$ cat config.mk
export PLATFORM = sky130hd
export DESIGN_NAME = uart_rx_status
export DESIGN_NICKNAME = d
export VERILOG_FILES = /design/src/rtl/uart_rx_status.sv
export SDC_FILE = /design/constraint.sdc
export NUM_CORES = 1
export LEC_CHECK = 0
export BUFFER_PORTS_ARGS = -buffer_cell sky130_fd_sc_hd__buf_2
export CORE_MARGIN = 2
export CORE_UTILIZATION = 30
export CTS_BUF_LIST = sky130_fd_sc_hd__clkbuf_4
export CTS_CLUSTER_DIAMETER = 100
export CTS_CLUSTER_SIZE = 20
export DETAILED_ROUTE_END_ITERATION = 12
export PLACE_DENSITY = 0.57
export SLEW_MARGIN = 40
export SYNTH_ARGS = -nofsm -noshare
export SYNTH_HDL_FRONTEND = slang
export SYNTH_SLANG_ARGS = --single-unit
$ cat constraint.sdc
create_clock -name clk -period 2.9 [get_ports clk]
set_input_delay 0.145 -clock clk [delete_from_list [all_inputs] [get_ports clk]]
set_output_delay 0.145 -clock clk [all_outputs]
set_load 0.05 [all_outputs]
$ cat src/rtl/uart_rx_status.sv
module uart_rx_status #(
  parameter int OVS = 16,
  parameter int DW  = 8
) (
  input  logic          clk,
  input  logic          rst_n,
  input  logic          os_tick,
  input  logic          rx_line,
  input  logic          par_en,
  input  logic          par_odd,
  input  logic          rd_stb,
  input  logic          clr_stb,
  output logic [DW-1:0] rx_data,
  output logic          rdy,
  output logic          ovr,
  output logic          perr,
  output logic          ferr
);
  localparam int CW   = $clog2(OVS);
  localparam int IW   = (DW > 1) ? $clog2(DW) : 1;
  localparam int HALF = OVS / 2;

  typedef enum logic [2:0] {IDLE, START, DATA, PAR, STOP} st_t;

  st_t           st;
  logic [CW-1:0] cnt;
  logic [IW-1:0] bidx;
  logic [DW-1:0] shreg;
  logic          pbit, sync1, line_s;
  logic          mid_tick, last_tick, done, par_bad, stop_bad;

  // two-flop synchronizer, idle high
  always_ff @(posedge clk or negedge rst_n)
    if (!rst_n) {sync1, line_s} <= 2'b11;
    else        {sync1, line_s} <= {rx_line, sync1};

  assign mid_tick  = os_tick && cnt == CW'(HALF - 1);
  assign last_tick = os_tick && cnt == CW'(OVS - 1);
  assign done      = st == STOP && last_tick;
  assign stop_bad  = !line_s;
  assign par_bad   = par_en && (pbit != (^shreg ^ par_odd));

  always_ff @(posedge clk or negedge rst_n) begin
    if (!rst_n) begin
      st <= IDLE; cnt <= '0; bidx <= '0; shreg <= '0; pbit <= 1'b0;
    end else if (os_tick) begin
      cnt <= cnt + 1'b1;
      unique case (st)
        IDLE: begin
          cnt <= '0;
          if (!line_s) st <= START;
        end
        START: if (mid_tick) begin
          cnt <= '0;
          bidx <= '0;
          st <= line_s ? IDLE : DATA;
        end
        DATA: if (last_tick) begin
          shreg <= {line_s, shreg[DW-1:1]};
          bidx <= bidx + 1'b1;
          if (bidx == IW'(DW - 1)) st <= par_en ? PAR : STOP;
        end
        PAR: if (last_tick) begin
          pbit <= line_s;
          st <= STOP;
        end
        STOP: if (last_tick) st <= IDLE;
        default: st <= IDLE;
      endcase
    end
  end

  always_ff @(posedge clk or negedge rst_n) begin
    if (!rst_n) begin
      rx_data <= '0; rdy <= 1'b0; ovr <= 1'b0; perr <= 1'b0; ferr <= 1'b0;
    end else begin
      if (clr_stb) {ovr, perr, ferr} <= 3'b000;
      if (done) begin
        rx_data <= shreg;
        rdy <= 1'b1;
        if (rdy && !rd_stb) ovr <= 1'b1;
        if (par_bad) perr <= 1'b1;
        if (stop_bad) ferr <= 1'b1;
      end else if (rd_stb) begin
        rdy <= 1'b0;
      end
    end
  end


  rdy_on_done_chk: assert property (@(posedge clk) disable iff (!rst_n)
    done |=> rdy);

  rdy_read_clear_chk: assert property (@(posedge clk) disable iff (!rst_n)
    (rd_stb && !done) |=> !rdy);

  ovr_sticky_chk: assert property (@(posedge clk) disable iff (!rst_n)
    (ovr && !clr_stb) |=> ovr);

  ovr_needs_rdy_chk: assert property (@(posedge clk) disable iff (!rst_n)
    $rose(ovr) |-> $past(rdy));

  start_quiet_chk: assert property (@(posedge clk) disable iff (!rst_n)
    (st == IDLE && line_s) |=> st == IDLE);

  err_sticky_chk: assert property (@(posedge clk) disable iff (!rst_n)
    ((perr || ferr) && !clr_stb) |=> (perr || ferr));
endmodule

# Yosys cells after proc, flatten, opt, wreduce, memory -nomap -nowiden
# Cells that the tools add are included.
word_totals:
  register_bits: 33
  inputBits: 8
  out_inout_bits: 12
  elab_cells: 68
op_classes:
  addsub: 2
  n_eq_ne: 14
  n_mux: 25
  n_bitwise: 1
  reduce_logical: 14
ops:
  columns: ["cell", "n"]
  rows:
  - ["$mux 3", 9]
  - ["$pmux 3 s5", 1]
  - ["$ne 2x2->1 const B", 6]
  - ["$mux 1", 11]
  - ["$pmux 4 s2", 1]
  - ["$reduce_xor 8->1", 1]
  - ["$reduce_and 7->1", 1]
  - ["$eq 3x2->1 const B", 2]
  - ["$eq 3x3->1 const B", 2]
  - ["$pmux 3 s2", 1]
  - ["$reduce_and 3->1", 2]
  - ["$logic_and 1x1->1", 5]
  - ["$add 4x1->4 const B", 1]
  - ["$eq 4x3->1 const B", 1]
  - ["$eq 4x4->1 const B", 1]
  - ["$mux 4", 1]
  - ["$reduce_and 4->1", 1]
  - ["$reduce_bool 2->1", 2]
  - ["$add 3x1->3 const B", 1]
  - ["$eq 3x1->1 const B", 1]
  - ["$logic_not 3->1", 1]
  - ["$mux 2", 1]
  - ["$logic_not 1->1", 1]
  - ["$ne 1x1->1", 1]
  - ["$xor 1x1->1", 1]

# Longest topological paths before layout
# Gate-level depths: netlist of the first run.
depth:
  depth_word: 6
  ltp_mapped: 6
  mapped_depth_nobuf: 6

# Worst setup path before layout of the first run
# OpenSTA, ideal clock, no wires.
synth_path:
  path_kind: "register -> register"
  start: "reg cnt[0]"
  end: "reg shreg[0]"
  setup_ns: 0.125
  arrival_time_ns: 1.554
  t_required_ns: 2.775
  path_slack_ns: 1.221
  stages_incl_launch_ff: 6
  path_buffers: 1
  period_less_slack_ns: 1.679
  path_cell_list: "dfrtp_1 > ha_1 > nand4_1 > nor3_1 > buf_2 > mux2_2"
synth_between:
  elab_chain_cells: 3
synth_rtl:
  columns: ["item", "line_no", "text"]
  rows:
  - ["from (decl)", "26", "logic [CW-1:0] cnt;"]
  - ["from (signal assigned)", "47", "cnt <= cnt + 1'b1;"]
  - ["$eq 4x4->1", "38", "assign last_tick = os_tick && cnt == CW'(OVS - 1);"]
  - ["$logic_and 1x1->1", "38", null]
  - ["$reduce_and 3->1 (no line)", null, null]
  - ["to (signal assigned)", "59", "shreg <= {line_s, shreg[DW-1:1]};"]
  - ["to (decl)", "28", "logic [DW-1:0] shreg;"]
# No other way between the ends.
# A chain may end at the register's enable or synchronous reset.

# Worst setup path in the final report of the first run
layout_path:
  start: "reg cnt[0]"
  end: "reg shreg[1]"
# Same word-level chain as after synthesis.

==> results.cfg, run 1 <==
[final_layout]
syn2layout_area_growth_pct = 18.11
layout-drive-gt1-share_pct = 34.67
n_antenna_cell = 0
fin_nets = 160

[clock_network]
clock_latency_ps = 330
cts_tree = done
post_cts_buffers = 0
clkSlewWorstSetupHoldPaths_ps = 100
clockBufferDepth = 2
cts_num_sinks = 33
cts.htree.levels = 2
cts_buffers = 5
clock-root-buffer = clkbuf_4

[global_route]
antenna_found_initial = 0
grt_pass1_vias = 1026
grt_max_degree = 34
grt_pass1_wl_mm = 4.802
gr-total-overflow = 0
grt_usage_pct = 10.43

[timing]
rsz0062_at_grt = false
timing_hold_violations_final = 0
max_freq_mhz = 577.9
finClkSkew_ps = 12.97
worst_pin_slew_ps = 399.7
fin_crit_ps = 1730
hold_slack_ps = 84.69
tns_ps = 0
period_share_pct = 59.67
setup_viol = 0
final_max_slew_viol_count = 0
maxSlewHeadroom_pct = 72.66

[yosys]
synthCells = 124
yosys_warnings = 0
synthArstFlopShare_pct = 100.0
yosysUniqueCellTypes = 36
synth_edf_count = 0
postSynthAreaPerCell_um2 = 12.59
ys_seq_elements = 33
synthFlopType = dfrtp_1
syn-cell-area_um2 = 1561
yosysSeqAreaShare_pct = 53.04
synth_nets = 135

[floorplan]
die_area_um2 = 5798
ioPinCount = 20
fp.dieW_um = 76.15
core-area_um2 = 5075
fp-row-count = 26
start_util_pct = 30.77
die_h_um = 76.15

[setup_path]
cp_slowest_cell = dfrtp_1
critPathMaxStageDelay_ps = 400
cp_data_required_time_ps = 3110
critPathKind = flop to flop
cp-end-kind = flop
cp_max_fo = 11
path_cells = ha_1, nand4_1, nor3_1, buf_4, mux2_2
start_kind = flop
cp.arrival_ps = 1940

[detailed_routing]
drt-initial-drc-count = 17
via_per_inst = 4.564
drt-total-wl_mm = 2.869
drcViolationCount = 0
vias = 1004
dr.pass1.iters = 4
ant_nets = 0
avgRoutedWirePerCell_um = 13.04

[placement]
gp_congestion = 0.7532
hpwl_mm = 1.964
numPortBuffers = 19

[worst_hold_path]
hold_path.class = primary input to flop

[power]
p_leak_nw = 0.9138
finalPower_mw = 1.426
power.density_nw_per_um2 = 773.2
ir_worst_vdd_uv = 317.3

[status]
status = completed

[flow_run]
drv_cap = 0
[where the power goes]
group / switching, mW / internal, mW
Clock: 0.154 / 0.189
Sequential: 0.123 / 0.552
Combinational: 0.177 / 0.231
Total: 0.455 / 0.971
[kinds of logic (layout without fill, tap and decap cells)]
kind of cell	count (synthesis)	count (layout)	share of synthesized area, %
buffers and inverters	15	41	4.968
xor gates and xnor gates	8	8	5.369
adders and majority gates	3	3	2.404
and+or+nand+nor	25	25	8.895
DFF	33	33	53.04
AOI/OAI and AO/OA	19	19	8.815
muxes	21	21	16.51
[layout by cell type (no fill, tap or decap), types with 2 or more instances in the layout]
cell	synthesis	routed
nor2_1	4	4
dfrtp_1	31	31
nand2b_1	3	3
inv_1	9	9
clkbuf_4	0	6
o21ai_0	4	4
nand2_1	2	2
mux2_2	14	14
dlygate4sd3_1	0	3
buf_2	2	19
ha_1	3	3
mux2_4	6	6
xnor2_1	6	6
o22ai_1	3	3
a21oi_1	3	3
a22o_1	2	2
nand3_1	5	5
nor3_1	5	5
dfstp_2	2	2
[per-stage QoR]
step	instance area, um2	utilization [%]	std cells	setup slack [ps]
after floorplan	1562	-	124	1221
after global placement	1708	33.65	208	1214
after detailed placement	1708	33.65	208	1189
after CTS	1817	35.80	219	1154
after global routing	1844	36.34	220	1068
final	1844	36.34	220	1170
[state kept, by name, summed over array words and instances, names as in the netlist]
signal   flops
bidx         3
rx_data      8
cnt          4
perr         1
line_s       1
st           3
rdy          1
shreg        8
ferr         1
ovr          1
sync1        1
pbit         1
[cell type report]
class / instances / area (um2)
clock buffers: 6 / 45.04
clock inverters: 2 / 33.78
fillers: 522 / 3231
inverters: 9 / 33.78
multi-input cells: 76 / 655.6
flip-flops and latches: 33 / 828.3
well taps: 70 / 87.58
repair buffers: 24 / 160.2
[worst max-delay path, delay by kind of cell, from the launching register on]
| family | cells | cell delay [ps] |
|---|---|---|
| fa+ha+maj | 1 | 250 |
| mux | 1 | 350 |
| buf+inv | 1 | 220 |
| simple gates | 2 | 390 |
| flops | 1 | 400 |
[cell usage after synthesis, types with 2 or more instances]
library cell / n / share of area [%]
dfrtp_1: 31 / 50
mux2_2: 14 / 10
inv_1: 9 / 2.2
mux2_4: 6 / 5.8
xnor2_1: 6 / 3.4
nand3_1: 5 / 1.6
nor3_1: 5 / 1.6
nor2_1: 4 / 0.96
o21ai_0: 4 / 1.3
a21oi_1: 3 / 0.96
ha_1: 3 / 2.4
nand2b_1: 3 / 1.2
o22ai_1: 3 / 1.2
a22o_1: 2 / 1.1
buf_2: 2 / 0.64
buf_6: 2 / 1.4
dfstp_2: 2 / 3.4
nand2_1: 2 / 0.48
[per-layer routing]
layer	global-route usage, %	share of wire, %	up-vias
met4	5.455	2.6	0
met2	16.88	49	17
li1	-	-	492
met5	0	0	-
met3	3.673	3.8	8
met1	12.24	44	487
[final timing paths]
kind                       slack, ps  endpoint  cells past startpoint  startpoint
max                             1170  shreg[1]                      5      cnt[0]
min                               80       rdy                      3      rd_stb
max reg2reg                     1170  shreg[1]                      5      cnt[0]
min reg2reg                      360    line_s                      0       sync1
max in group asynchronous       2190   bidx[0]                      3       rst_n
min in group asynchronous        270    cnt[1]                      2       rst_n
[timing repair]
| action | in CTS | in global routing |
|---|---|---|
| resized for setup | 0 | 0 |
| hold buffers | 3 | 0 |
| endpoints found under the hold margin | 33 | 0 |
(Power assumes the default switching activity.)
==> run 2: changes to the inputs <==
--- a/config.mk
+++ b/config.mk
@@ -12,7 +12,7 @@
 export CTS_CLUSTER_DIAMETER = 100
 export CTS_CLUSTER_SIZE = 20
 export DETAILED_ROUTE_END_ITERATION = 12
-export PLACE_DENSITY = 0.57
+export PLACE_DENSITY = 0.59
 export SLEW_MARGIN = 40
 export SYNTH_ARGS = -nofsm -noshare
 export SYNTH_HDL_FRONTEND = slang
==> constraint.sdc (replaced) <==
create_clock -name clk -period 1.49 [get_ports clk]
set_input_delay 0.0745 -clock clk [delete_from_list [all_inputs] [get_ports clk]]
set_output_delay 0.0745 -clock clk [all_outputs]
set_load 0.05 [all_outputs]
==> results.cfg, run 2 (synthesis results as in run 1) <==
[status]
status = finished, violations left
violations = negative setup slack

[setup_path]
cp_max_fo = 3
cp_data_required_time_ps = 1730
critPathKind = flop to flop
cp.arrival_ps = 1880
start_kind = flop
cp-end-kind = flop

[global_route]
antenna_found_initial = 0
gr-total-overflow = 0
grt_pass1_wl_mm = 5.340
grt_pass1_vias = 1165
grt_max_degree = 34
grt_usage_pct = 11.82

[power]
p_leak_nw = 1.054
ir_worst_vdd_uv = 594.1
finalPower_mw = 3.468
power.density_nw_per_um2 = 1613

[timing]
rsz0062_at_grt = true
setup_viol = 23
timing_hold_violations_final = 0
final_max_slew_viol_count = 0
worst_pin_slew_ps = 413.3
setup_slack_ps = -155.5
finClkSkew_ps = 5.859
period_share_pct = 110.4
fin_crit_ps = 1645
maxSlewHeadroom_pct = 72.44
max_freq_mhz = 607.7

[final_layout]
final_area_um2 = 2150
syn2layout_area_growth_pct = 37.66
fin_nets = 180
layout_commonest_cell = dfrtp_1
layout-drive-gt1-share_pct = 50.59
reg_top3 = rx_data: 8 flops, shreg: 8 flops, cnt: 4 flops
n_antenna_cell = 0
final_cell_mix = dfrtp_1 (31), buf_4 (21), mux2_4 (18), buf_2 (18), inv_1 (9)

[detailed_routing]
vias = 1107
drt-total-wl_mm = 3.193
drt-initial-drc-count = 38
via_per_inst = 4.613
ant_nets = 0
drcViolationCount = 0
avgRoutedWirePerCell_um = 13.30
dr.pass1.iters = 4

[clock_network]
clkSlewWorstSetupHoldPaths_ps = 100
cts_tree = done
clock-root-buffer = clkbuf_4
cts_buffers = 5
clockBufferDepth = 2
cts.htree.levels = 2
clock_latency_ps = 340
cts_num_sinks = 33

[placement]
hpwl_mm = 2.093
numPortBuffers = 19
gp_congestion = 0.7799
place_area_um2 = 1858

[floorplan]
core-area_um2 = 5075
die_area_um2 = 5798
die_h_um = 76.15
start_util_pct = 30.77
fp-row-count = 26
fp.dieW_um = 76.15
ioPinCount = 20

[flow_run]
drv_cap = 0

[worst_hold_path]
hold_path.class = primary input to flop
[run 2: cell count changes in the layout (fill, tap and decap cells not counted), sizes merged]
| cell | previous run | this run |
|---|---|---|
| clkbuf | 6 | 5 |
| buf | 21 | 41 |
| bufinv | 1 | 2 |
[run 2: what timing repair did]
item                                   in CTS  in global routing
endpoints found under the hold margin      35                  0
hold buffers                                3                  0
setup endpoints to repair                  25                 30
pin swaps                                   9                  7
gates resized for setup                    18                 10
buffers inserted                            3                  2
[run 2: cell type report]
type                            instances  area (um2)
Fill cell                             498        2925
Clock buffer                            5       37.54
Sequential cell                        33       828.3
Clock inverter                          3       65.06
Multi-Input combinational cell         76       797.0
Timing Repair Buffer                   44       300.3
Tap cell                               70       87.58
Inverter                                9       33.78
[run 2: power by group]
group | internal [mW] | switching (mW) | total [mW] | leakage [nW]
clock | 0.519 | 0.321 | 0.840 | 0.0552
combinational | 0.792 | 0.624 | 1.42 | 0.566
sequential | 1.07 | 0.138 | 1.21 | 0.433
[run 2: worst paths after layout]
check / from / endpoint / slack [ps] / depth (start not counted)
max in group asynchronous: rst_n / sync1 / 960 / 2
max: bidx[0] / st[2] / -160 / 6
min: rd_stb / rdy / 60 / 3
min reg2reg: sync1 / line_s / 360 / 0
max reg2reg: bidx[0] / st[2] / -160 / 6
min in group asynchronous: rst_n / rx_data[6] / 200 / 2
[run 2: stage by stage]
step | setup TNS [ps] | util [%] | instances | worst slack, ps | hold slack [ps]
final | -2289 | 42.36 | 240 | -155.5 | 57.66
after CTS | -1829 | 41.22 | 238 | -135.6 | 19.75
after global routing | -4274 | 42.36 | 240 | -220.7 | 45.12
after global placement | -1507 | 36.61 | 224 | -162.9 | 164.4
after detailed placement | -2526 | 36.61 | 224 | -171.3 | 180.6
after floorplan | -1896 | - | 124 | -146.5 | -221.1
[run 2: worst max-delay path, stage by stage, from the launching register on]
cell	delay, ps
dfrtp_1	400
ha_2	200
ha_4	160
nor4b_4	220
o2bb2ai_2	90
and3_4	190
mux2_4	290
[run 2: per-layer routing]
| layer | GRT usage (%) | vias up | wire length (um) |
|---|---|---|---|
| met5 | 0 | - | 0 |
| met4 | 8.182 | 0 | 99 |
| met3 | 2.488 | 7 | 110 |
| met2 | 20.63 | 27 | 1660 |
| met1 | 12.81 | 542 | 1322 |
| li1 | - | 531 | - |
==> run 3: changes to the inputs <==
--- a/config.mk
+++ b/config.mk
@@ -12,7 +12,9 @@
 export CTS_CLUSTER_DIAMETER = 100
 export CTS_CLUSTER_SIZE = 20
 export DETAILED_ROUTE_END_ITERATION = 12
+export HOLD_SLACK_MARGIN = 0.06
 export PLACE_DENSITY = 0.59
+export SKIP_CTS_REPAIR_TIMING = 1
 export SLEW_MARGIN = 40
 export SYNTH_ARGS = -nofsm -noshare
 export SYNTH_HDL_FRONTEND = slang
==> results.cfg, run 3 (synthesis results as in run 1) <==
[final_layout]
final_cells = 242
fin_nets = 182
reg_top3 = rx_data: 8 flops, shreg: 8 flops, cnt: 4 flops
layout_commonest_cell = dfrtp_1
post-route-util_pct = 42.68
layout-drive-gt1-share_pct = 50.00
final_cell_mix = dfrtp_1 (31), buf_4 (20), buf_2 (18)
n_antenna_cell = 0
syn2layout_area_growth_pct = 38.70

[timing]
rsz0062_at_grt = true
fin_crit_ps = 1677
worst_pin_slew_ps = 418.1
maxSlewHeadroom_pct = 72.12
setup_viol = 25
timing_hold_violations_final = 0
max_freq_mhz = 596.1
period_share_pct = 112.6
final_max_slew_viol_count = 0
finClkSkew_ps = 4.145
setup_slack_ps = -187.5

[power]
swShare_pct = 31.21
p_comb_share_pct = 40.2
finalPower_mw = 3.429
p_seq_share_pct = 35.4
clkPwrFrac_pct = 24.4
power.density_nw_per_um2 = 1583
power.internal_mw = 2.359
p_sw_mw = 1.070
ir_worst_vdd_uv = 590.8
p_leak_nw = 1.058

[global_route]
grt_pass1_wl_mm = 5.016
antenna_found_initial = 0
gr-total-overflow = 0
grt_usage_pct = 11.18
grt_max_degree = 34
grt_pass1_vias = 1122

[floorplan]
die_area_um2 = 5798
start_util_pct = 30.77
ioPinCount = 20
fp-row-count = 26
core-area_um2 = 5075
die_h_um = 76.15
fp.dieW_um = 76.15

[clock_network]
clockBufferDepth = 2
cts_buffers = 5
cts.htree.levels = 2
clock-root-buffer = clkbuf_4
cts_num_sinks = 33
clkSlewWorstSetupHoldPaths_ps = 100
clock_latency_ps = 340
cts_tree = done

[placement]
hpwl_mm = 2.093
dp_cells = 224
numPortBuffers = 19
gp_congestion = 0.7799

[detailed_routing]
vias = 1100
ant_nets = 0
avgRoutedWirePerCell_um = 13.16
drt-initial-drc-count = 47
dr.pass1.iters = 4
drcViolationCount = 0
drt-total-wl_mm = 3.185
via_per_inst = 4.545

[setup_path]
reg2reg_depth = 6
crit_family = simple AND/OR/NAND/NOR gates
cp_data_required_time_ps = 1720
start_kind = flop
cp.arrival_ps = 1910
cp-end-kind = flop
critPathKind = flop to flop
worstSetupPathDepth = 6
cp_slowest_cell = dfrtp_1
critPathMaxStageDelay_ps = 370
path_cells = ha_2, nand4_1, buf_4, o2bb2ai_2, and3_4, mux2_2
cp_num_buf_inv = 1
cp_max_fo = 3

[status]
violations = negative setup slack
status = finished, violations left

[worst_hold_path]
hold_depth = 3
hold_path.class = primary input to flop

[flow_run]
drv_cap = 0
## run 3: cell count changes in the layout (fill, tap and decap cells not counted), sizes merged
| cell | change |
|---|---|
| dlygate4sd3 | +2 |
## run 3: path summary, 6_finish.rpt
check | startpoint | to | slack [ps]
setup reg to reg | cnt[0] | st[0] | -190
max in group asynchronous | rst_n | sync1 | 950
setup / recovery | cnt[0] | st[0] | -190
hold / removal | os_tick | cnt[1] | 90
min in group asynchronous | rst_n | ferr | 210
hold reg to reg | sync1 | line_s | 360
## run 3: metal layers
metal  global-route usage (%)  routed length (um)  up-vias
met3                    2.607                 118        7
met1                    12.58                1338      534
met4                    8.182                  92        0
li1                         -                   -      532
met2                    18.57                1635       27
met5                        0                   0        -
## run 3: power groups by stage
stage                     clock network [mW]  logic, mW  registers, mW
final                                  0.836       1.38           1.21
after floorplan                            0      0.803           1.22
after CTS                              0.859       1.16           1.21
after global routing                   0.901       1.51           1.23
after detailed placement                   0       1.15           1.22
after global placement                     0       1.11           1.21
## run 3: worst min-delay path, delay by kind of cell
kind	cells	cell delay (ps)
buf+inv	2	250
compound gates	1	80
## run 3: layout make-up
cell class                      count  area [um2]
Tap cell                           70       87.58
Inverter                            9       33.78
Multi-Input combinational cell     76       789.5
Sequential cell                    33       828.3
Fill cell                         495        2909
Timing Repair Buffer               46       324.1
Clock buffer                        5       37.54
Clock inverter                      3       65.06
## run 3: stage by stage
stage                     instance area [um2]  TNS, ps  hold WS [ps]  setup WS (ps)
after global routing                     2166    -4228         97.54         -253.1
after global placement                   1858    -1507         164.4         -162.9
after floorplan                          1598    -1896        -221.1         -146.5
final                                    2166    -2386         93.79         -187.5
after CTS                                1961    -3465        -203.6         -207.5
after detailed placement                 1858    -2526         180.6         -171.3
